File: src/rtl/nand_dsr_pkg.sv
package nand_dsr_pkg;

  typedef enum logic [1:0] {
    SM_NONE = 2'd0,
    SM_COMB = 2'd1,
    SM_DIE0 = 2'd2,
    SM_DIE1 = 2'd3
  } stat_mode_e;

  localparam logic [7:0] CMD_STAT_ALL  = 8'h70;
  localparam logic [7:0] CMD_STAT_DIE0 = 8'hF2;
  localparam logic [7:0] CMD_STAT_DIE1 = 8'hF3;

  localparam logic [1:0] KIND_READ = 2'b00;
  localparam logic [1:0] KIND_PROG = 2'b01;

  // Pack a status byte: [7]=not protected, [6]=ready, [0]=fail
  function automatic logic [7:0] pack_status(input logic ready,
                                             input logic fail,
                                             input logic wp_n);
    return {wp_n, ready, 5'b00000, fail};
  endfunction

  function automatic stat_mode_e decode_cmd(input logic [7:0] code);
    case (code)
      CMD_STAT_ALL:  return SM_COMB;
      CMD_STAT_DIE0: return SM_DIE0;
      CMD_STAT_DIE1: return SM_DIE1;
      default:       return SM_NONE;
    endcase
  endfunction

  function automatic int unsigned max3(input int unsigned a,
                                       input int unsigned b,
                                       input int unsigned c);
    int unsigned m;
    m = (a > b) ? a : b;
    return (m > c) ? m : c;
  endfunction

endpackage

File: src/rtl/dsr_die_tracker.sv
module dsr_die_tracker
  import nand_dsr_pkg::*;
#(
  parameter int unsigned READ_CYC  = 25,
  parameter int unsigned PROG_CYC  = 200,
  parameter int unsigned ERASE_CYC = 350
) (
  input  logic       clk,
  input  logic       rst_n,
  input  logic       start,
  input  logic [1:0] kind,
  input  logic       fail_in,
  output logic       busy,
  output logic       fail
);
  localparam int unsigned MAX_LEN = max3(READ_CYC, PROG_CYC, ERASE_CYC);
  localparam int unsigned CNT_W   = $clog2(MAX_LEN + 1);

  function automatic logic [CNT_W-1:0] op_len(input logic [1:0] k);
    case (k)
      KIND_READ: return CNT_W'(READ_CYC);
      KIND_PROG: return CNT_W'(PROG_CYC);
      default:   return CNT_W'(ERASE_CYC);
    endcase
  endfunction

  logic [CNT_W-1:0] cnt;
  logic             pend_fail;
  logic             done_evt;

  assign done_evt = busy && (cnt == '0);

  always_ff @(posedge clk) begin
    if (!rst_n) begin
      busy      <= 1'b0;
      cnt       <= '0;
      fail      <= 1'b0;
      pend_fail <= 1'b0;
    end else if (start) begin
      busy      <= 1'b1;
      cnt       <= op_len(kind) - CNT_W'(1);
      fail      <= 1'b0;
      pend_fail <= fail_in;
    end else if (done_evt) begin
      busy <= 1'b0;
      fail <= pend_fail;
    end else if (busy) begin
      cnt <= cnt - CNT_W'(1);
    end
  end

  // the router must never start a die that is still busy
  p_no_start_when_busy_r4: assert property (@(posedge clk) disable iff (!rst_n)
    start |-> !busy);
  // busy only rises from a start
  p_busy_from_start_r2: assert property (@(posedge clk) disable iff (!rst_n)
    $rose(busy) |-> $past(start));
  // busy only falls once the timer has run out
  p_busy_ends_on_timer_r2: assert property (@(posedge clk) disable iff (!rst_n)
    $fell(busy) |-> $past(done_evt));
  // a completed operation reports the captured outcome
  p_fail_on_done_r8: assert property (@(posedge clk) disable iff (!rst_n)
    $past(done_evt) && !$past(start) |-> fail == $past(pend_fail));

endmodule

File: src/rtl/dsr_status_sel.sv
module dsr_status_sel
  import nand_dsr_pkg::*;
(
  input  logic       clk,
  input  logic       rst_n,
  input  logic       wp_n,
  input  logic       cmd_we,
  input  logic [7:0] cmd_byte,
  input  logic       rd_stb,
  input  logic [1:0] busy,
  input  logic [1:0] fail,
  output logic       rd_valid,
  output logic [7:0] rd_data
);
  stat_mode_e mode;
  logic [7:0] sel_byte;

  always_comb begin
    case (mode)
      SM_COMB: sel_byte = pack_status(~|busy, |fail, wp_n);
      SM_DIE0: sel_byte = pack_status(~busy[0], fail[0], wp_n);
      SM_DIE1: sel_byte = pack_status(~busy[1], fail[1], wp_n);
      default: sel_byte = 8'h00;
    endcase
  end

  always_ff @(posedge clk) begin
    if (!rst_n) begin
      mode     <= SM_NONE;
      rd_valid <= 1'b0;
      rd_data  <= 8'h00;
    end else begin
      if (cmd_we) mode <= decode_cmd(cmd_byte);
      rd_valid <= rd_stb && (mode != SM_NONE);
      if (rd_stb) rd_data <= sel_byte;
    end
  end

  // data is only presented in answer to a strobe
  p_valid_needs_strobe_r10: assert property (@(posedge clk) disable iff (!rst_n)
    rd_valid |-> $past(rd_stb));
  // die 0 readout mirrors die 0 busy state
  p_die0_ready_r6: assert property (@(posedge clk) disable iff (!rst_n)
    rd_valid && $past(mode == SM_DIE0) |-> rd_data[6] == !$past(busy[0]));
  // die 1 readout mirrors die 1 busy state
  p_die1_ready_r6: assert property (@(posedge clk) disable iff (!rst_n)
    rd_valid && $past(mode == SM_DIE1) |-> rd_data[6] == !$past(busy[1]));
  // combined readout is ready only with both dies idle
  p_comb_ready_r9: assert property (@(posedge clk) disable iff (!rst_n)
    rd_valid && $past(mode == SM_COMB) |-> rd_data[6] == !$past(busy[0] || busy[1]));

endmodule

File: src/rtl/dual_die_status_router.sv
module dual_die_status_router
  import nand_dsr_pkg::*;
#(
  parameter int unsigned ROW_W     = 19,
  parameter int unsigned READ_CYC  = 25,
  parameter int unsigned PROG_CYC  = 200,
  parameter int unsigned ERASE_CYC = 350
) (
  input  logic             clk,
  input  logic             rst_n,
  input  logic             wp_n,
  input  logic             cmd_we,
  input  logic [7:0]       cmd_byte,
  input  logic             rd_stb,
  output logic             rd_valid,
  output logic [7:0]       rd_data,
  input  logic             op_start,
  input  logic [1:0]       op_kind,
  input  logic [ROW_W-1:0] op_row,
  input  logic             op_fail,
  output logic [1:0]       die_start,
  output logic [ROW_W-2:0] die_row,
  output logic             op_reject,
  output logic             ready_busy_n
);
  localparam int unsigned N_DIE = 2;

  logic [N_DIE-1:0] busy;
  logic [N_DIE-1:0] fail;
  logic [N_DIE-1:0] accept_vec;
  logic             tgt_die;
  logic             tgt_busy;
  logic             reject_evt;

  assign tgt_die    = op_row[ROW_W-1];
  assign tgt_busy   = busy[tgt_die];
  assign reject_evt = op_start && tgt_busy;

  always_comb begin
    accept_vec = '0;
    if (op_start && !tgt_busy) accept_vec[tgt_die] = 1'b1;
  end

  genvar g;
  generate
    for (g = 0; g < N_DIE; g++) begin : g_die
      dsr_die_tracker #(
        .READ_CYC (READ_CYC),
        .PROG_CYC (PROG_CYC),
        .ERASE_CYC(ERASE_CYC)
      ) u_trk (
        .clk    (clk),
        .rst_n  (rst_n),
        .start  (accept_vec[g]),
        .kind   (op_kind),
        .fail_in(op_fail),
        .busy   (busy[g]),
        .fail   (fail[g])
      );

      // a start pulse to a die leaves that die busy
      p_start_sets_busy_r1: assert property (@(posedge clk) disable iff (!rst_n)
        die_start[g] |-> busy[g]);
    end
  endgenerate

  always_ff @(posedge clk) begin
    if (!rst_n) begin
      die_start <= '0;
      die_row   <= '0;
      op_reject <= 1'b0;
    end else begin
      die_start <= accept_vec;
      op_reject <= reject_evt;
      if (|accept_vec) die_row <= op_row[ROW_W-2:0];
    end
  end

  // Open-drain style: any busy die pulls the shared line low
  assign ready_busy_n = ~|busy;

  dsr_status_sel u_sel (
    .clk     (clk),
    .rst_n   (rst_n),
    .wp_n    (wp_n),
    .cmd_we  (cmd_we),
    .cmd_byte(cmd_byte),
    .rd_stb  (rd_stb),
    .busy    (busy),
    .fail    (fail),
    .rd_valid(rd_valid),
    .rd_data (rd_data)
  );

  // at most one die is started per cycle
  p_start_onehot_r1: assert property (@(posedge clk) disable iff (!rst_n)
    $onehot0(die_start));
  // a refusal never comes with a start
  p_reject_no_start_r4: assert property (@(posedge clk) disable iff (!rst_n)
    op_reject |-> die_start == '0);
  // a refusal answers a request
  p_reject_has_req_r4: assert property (@(posedge clk) disable iff (!rst_n)
    op_reject |-> $past(op_start));

endmodule

File: config.mk
export PLATFORM = sky130hd
export DESIGN_NAME = dual_die_status_router
export DESIGN_NICKNAME = d
export VERILOG_FILES = /design/src/rtl/nand_dsr_pkg.sv /design/src/rtl/dsr_die_tracker.sv /design/src/rtl/dsr_status_sel.sv /design/src/rtl/dual_die_status_router.sv
export SDC_FILE = /design/constraint.sdc
export NUM_CORES = 1
export LEC_CHECK = 0
export ABC_AREA = 1
export CAP_MARGIN = 25
export CORE_MARGIN = 5
export CORE_UTILIZATION = 55
export CTS_BUF_LIST = sky130_fd_sc_hd__clkbuf_4
export CTS_CLUSTER_DIAMETER = 50
export DETAILED_ROUTE_END_ITERATION = 6
export PLACE_DENSITY = 0.86
export SYNTH_ARGS = -nofsm -noshare
export SYNTH_HDL_FRONTEND = slang
export SYNTH_HIERARCHICAL = 1
export SYNTH_SLANG_ARGS = --single-unit
export TNS_END_PERCENT = 1
File: constraint.sdc
create_clock -name clk -period 5.45 [get_ports clk]
set_input_delay 0.8175 -clock clk [delete_from_list [all_inputs] [get_ports clk]]
set_output_delay 0.8175 -clock clk [all_outputs]
set_load 0.02 [all_outputs]
==> flow_metrics.tcl <==
set metrics [dict create \
    drive_above_1_share 0.1333 \
    swShare 0.3687 \
    io_buffer_count 61 \
    grt_pass1_wl_microns 11590 \
    clk_path_buf_depth 2 \
    synth-edff-count 0 \
    ys_ff_latch 51 \
    coreArea_sq_mm 0.005473 \
    period_share 0.6617 \
    clockRootBuffer "clkbuf_4" \
    wl_microns 6803 \
    worstPathMaxFanout 20 \
    num_io_pins 67 \
    critPathKind "in -> reg" \
    netlist.area_leader.share 0.3306 \
    antenna_found_initial 0 \
    clock_power_share 0.208 \
    period_needed_ps 3606 \
    drt_pass1_iterations 4 \
    routedWlPerCell_microns 11.12 \
    max-cap-violations 0 \
    grt.total_usage 0.1902 \
    crit_path_cell_trace "clkdlybuf4s50_1, nand2_2, nand3_2, nor2_1, inv_2, nand2_1, nand2_1, nor2_1, nand2_1, nand2_1, nand3_1, nand2_1, inv_1" \
    vias 2941 \
    drv_slew 0 \
    leakagePower_uw 0.001921 \
    syn_inst 484 \
    setup_violations 0 \
    synth_cell_types 28 \
    worst_pin_slew_ps 825.2 \
    synth.avg_cell_area_sq_um 6.380 \
    p_int_uw 662.8 \
    max_freq_mhz 277.3 \
    powerDensity_mw_per_mm2 281.2 \
    cts.clk_slew.worst_paths_ps 150 \
    initial_core_util 0.5642 \
    hold_path.class "reg -> reg" \
    cts_resized 0 \
    h-tree-depth 2 \
    cts_sinks 51 \
    dieHeight_microns 84.93 \
    syn-cell-area_sq_mm 0.003088 \
    dpl.hpwl_microns 5240 \
    finalHoldViolCount 0 \
    fillCellCount 475 \
    ys_seq_area_frac 0.3306 \
    worst_slack_ps 1844 \
    n_antenna_cell 0 \
    first_global_vias 2690 \
    synthFlopType "dfxtp_1" \
    post_cts_buffers 0 \
    cts_hold_buf 0 \
    endpoint_kind "flip-flop" \
    async_flop_share 0 \
    synth.top_cells.by_count "120 x nand2_1, 94 x inv_1, 51 x dfxtp_1, 50 x nor2_1, 27 x nand3_1" \
    clock_latency_ps 370 \
    cts_made_buffers 5 \
    ant_nets 0 \
    rsz0062_at_grt "no" \
    synthTopCellsByArea "dfxtp_1 33%, nand2_1 15%, inv_1 11%" \
    cp_slowest_stage_delay_ps 800 \
    vdd_ir_drop_max_v 0.0001825 \
    start_kind "primary input" \
    drc_errors 0 \
    pre_cts_ws_ps 1487 \
    die-area_sq_mm 0.007213 \
    cpMaxStageDelayCell "nor2_1" \
    grt_max_degree 43 \
    yosysTopAreaCell "dfxtp_1" \
    ys_warn_count 6 \
    cts_tree "yes" \
    utilization 0.6822 \
    p_comb_frac 0.373 \
    status "complete, no violations" \
    overflow 0 \
    gp_congestion 0.9341 \
    setup_tns_ps 0 \
    clock_skew_ps 8.857 \
    syn_to_final_growth_pct 20.91 \
    yosysMostFrequentCell "nand2_1" \
    final_net_count 577 \
    power_switching_uw 387.1 \
    crit_top_cell "nand2_1" \
    drtIter0Drc 112 \
    p_seq_frac 0.419 \
    arrival_ps 3900 \
    relSlewSlack 0.4478 \
    fp.dieW_microns 84.93 \
    rows 27 \
    vias_per_cell 4.806 \
    required_ps 5740 \
]
## state kept, by name, summed over array words and instances, names as in the netlist
name / cells
u_sel/mode: 2
u_sel/rd_data: 3
g_die.u_trk/fail: 2
die_start: 2
g_die.u_trk/busy: 2
g_die.u_trk/cnt: 18
die_row: 18
u_sel/rd_valid: 1
op_reject: 1
g_die.u_trk/pend_fail: 2
## power by group through the flow
stage / sequential (uW) / combinational, uW / clock, uW
after floorplan: 458 / 276 / 0
after global placement: 448 / 383 / 0
after detailed placement: 448 / 389 / 0
after CTS: 440 / 391 / 227
after global routing: 445 / 442 / 240
final: 440 / 392 / 218
## per-stage QoR
stage               cells  instance area, sq um  power, uW  hold slack (ps)
finish                612                  3734       1050            470.3
global route          612                  3734       1127            492.1
CTS                   612                  3734       1057            470.8
detailed placement    604                  3652      836.5            450.6
global placement      604                  3652      830.3            447.0
floorplan             488                  3103      734.4            434.6
## cell usage in the layout (no fill, tap or decap), types with 6 or more instances in the layout
| cell | count |
|---|---|
| inv_1 | 94 |
| nand2_1 | 120 |
| o21ai_0 | 19 |
| nand4_1 | 18 |
| nor2_2 | 16 |
| dfxtp_1 | 51 |
| clkdlybuf4s50_1 | 61 |
| a21oi_1 | 14 |
| inv_2 | 6 |
| nor2_1 | 50 |
| nand3_1 | 27 |
| nand2_2 | 23 |
## cell type report
| type | count | area [sq um] | area share |
|---|---|---|---|
| well taps | 72 | 90.09 | 0.02413 |
| inverters | 100 | 375.4 | 0.1005 |
| repair buffers | 63 | 625.6 | 0.1676 |
| clock inverters | 3 | 43.79 | 0.01173 |
| clock buffers | 5 | 37.54 | 0.01005 |
| multi-input cells | 318 | 1540 | 0.4125 |
| flip-flops and latches | 51 | 1021 | 0.2735 |
## critical path, delay by kind of cell
family | cells | cell delay (ps)
simple gates | 10 | 2310
buf+inv | 3 | 750
## metal layers
metal / part of all wire / GRT usage
met4: 0.0073 / 0.05180
met2: 0.46 / 0.3267
met5: 0 / 0
met3: 0.061 / 0.03301
met1: 0.47 / 0.2457
## cell families (layout without fill, tap and decap cells)
kind of cell,Yosys count,after routing,share of synthesized area
AOI/OAI and AO/OA,42,42,0.07861
adders and majority gates,2,2,0.008102
buffers and inverters,119,171,0.1754
DFF,51,51,0.3306
other,1,5,0.001214
and+or+nand+nor,269,269,0.4060
## final timing paths
kind	from	end	slack, ps	cells past startpoint
hold reg to reg	g_die[0].u_trk/fail	g_die[0].u_trk/fail	470	2
setup / recovery	op_row[18]	g_die[1].u_trk/cnt[8]	1840	13
setup reg to reg	g_die[1].u_trk/busy	g_die[1].u_trk/cnt[8]	2340	12
hold / removal	g_die[0].u_trk/fail	g_die[0].u_trk/fail	470	2
Power figures use the tool's default switching activity.
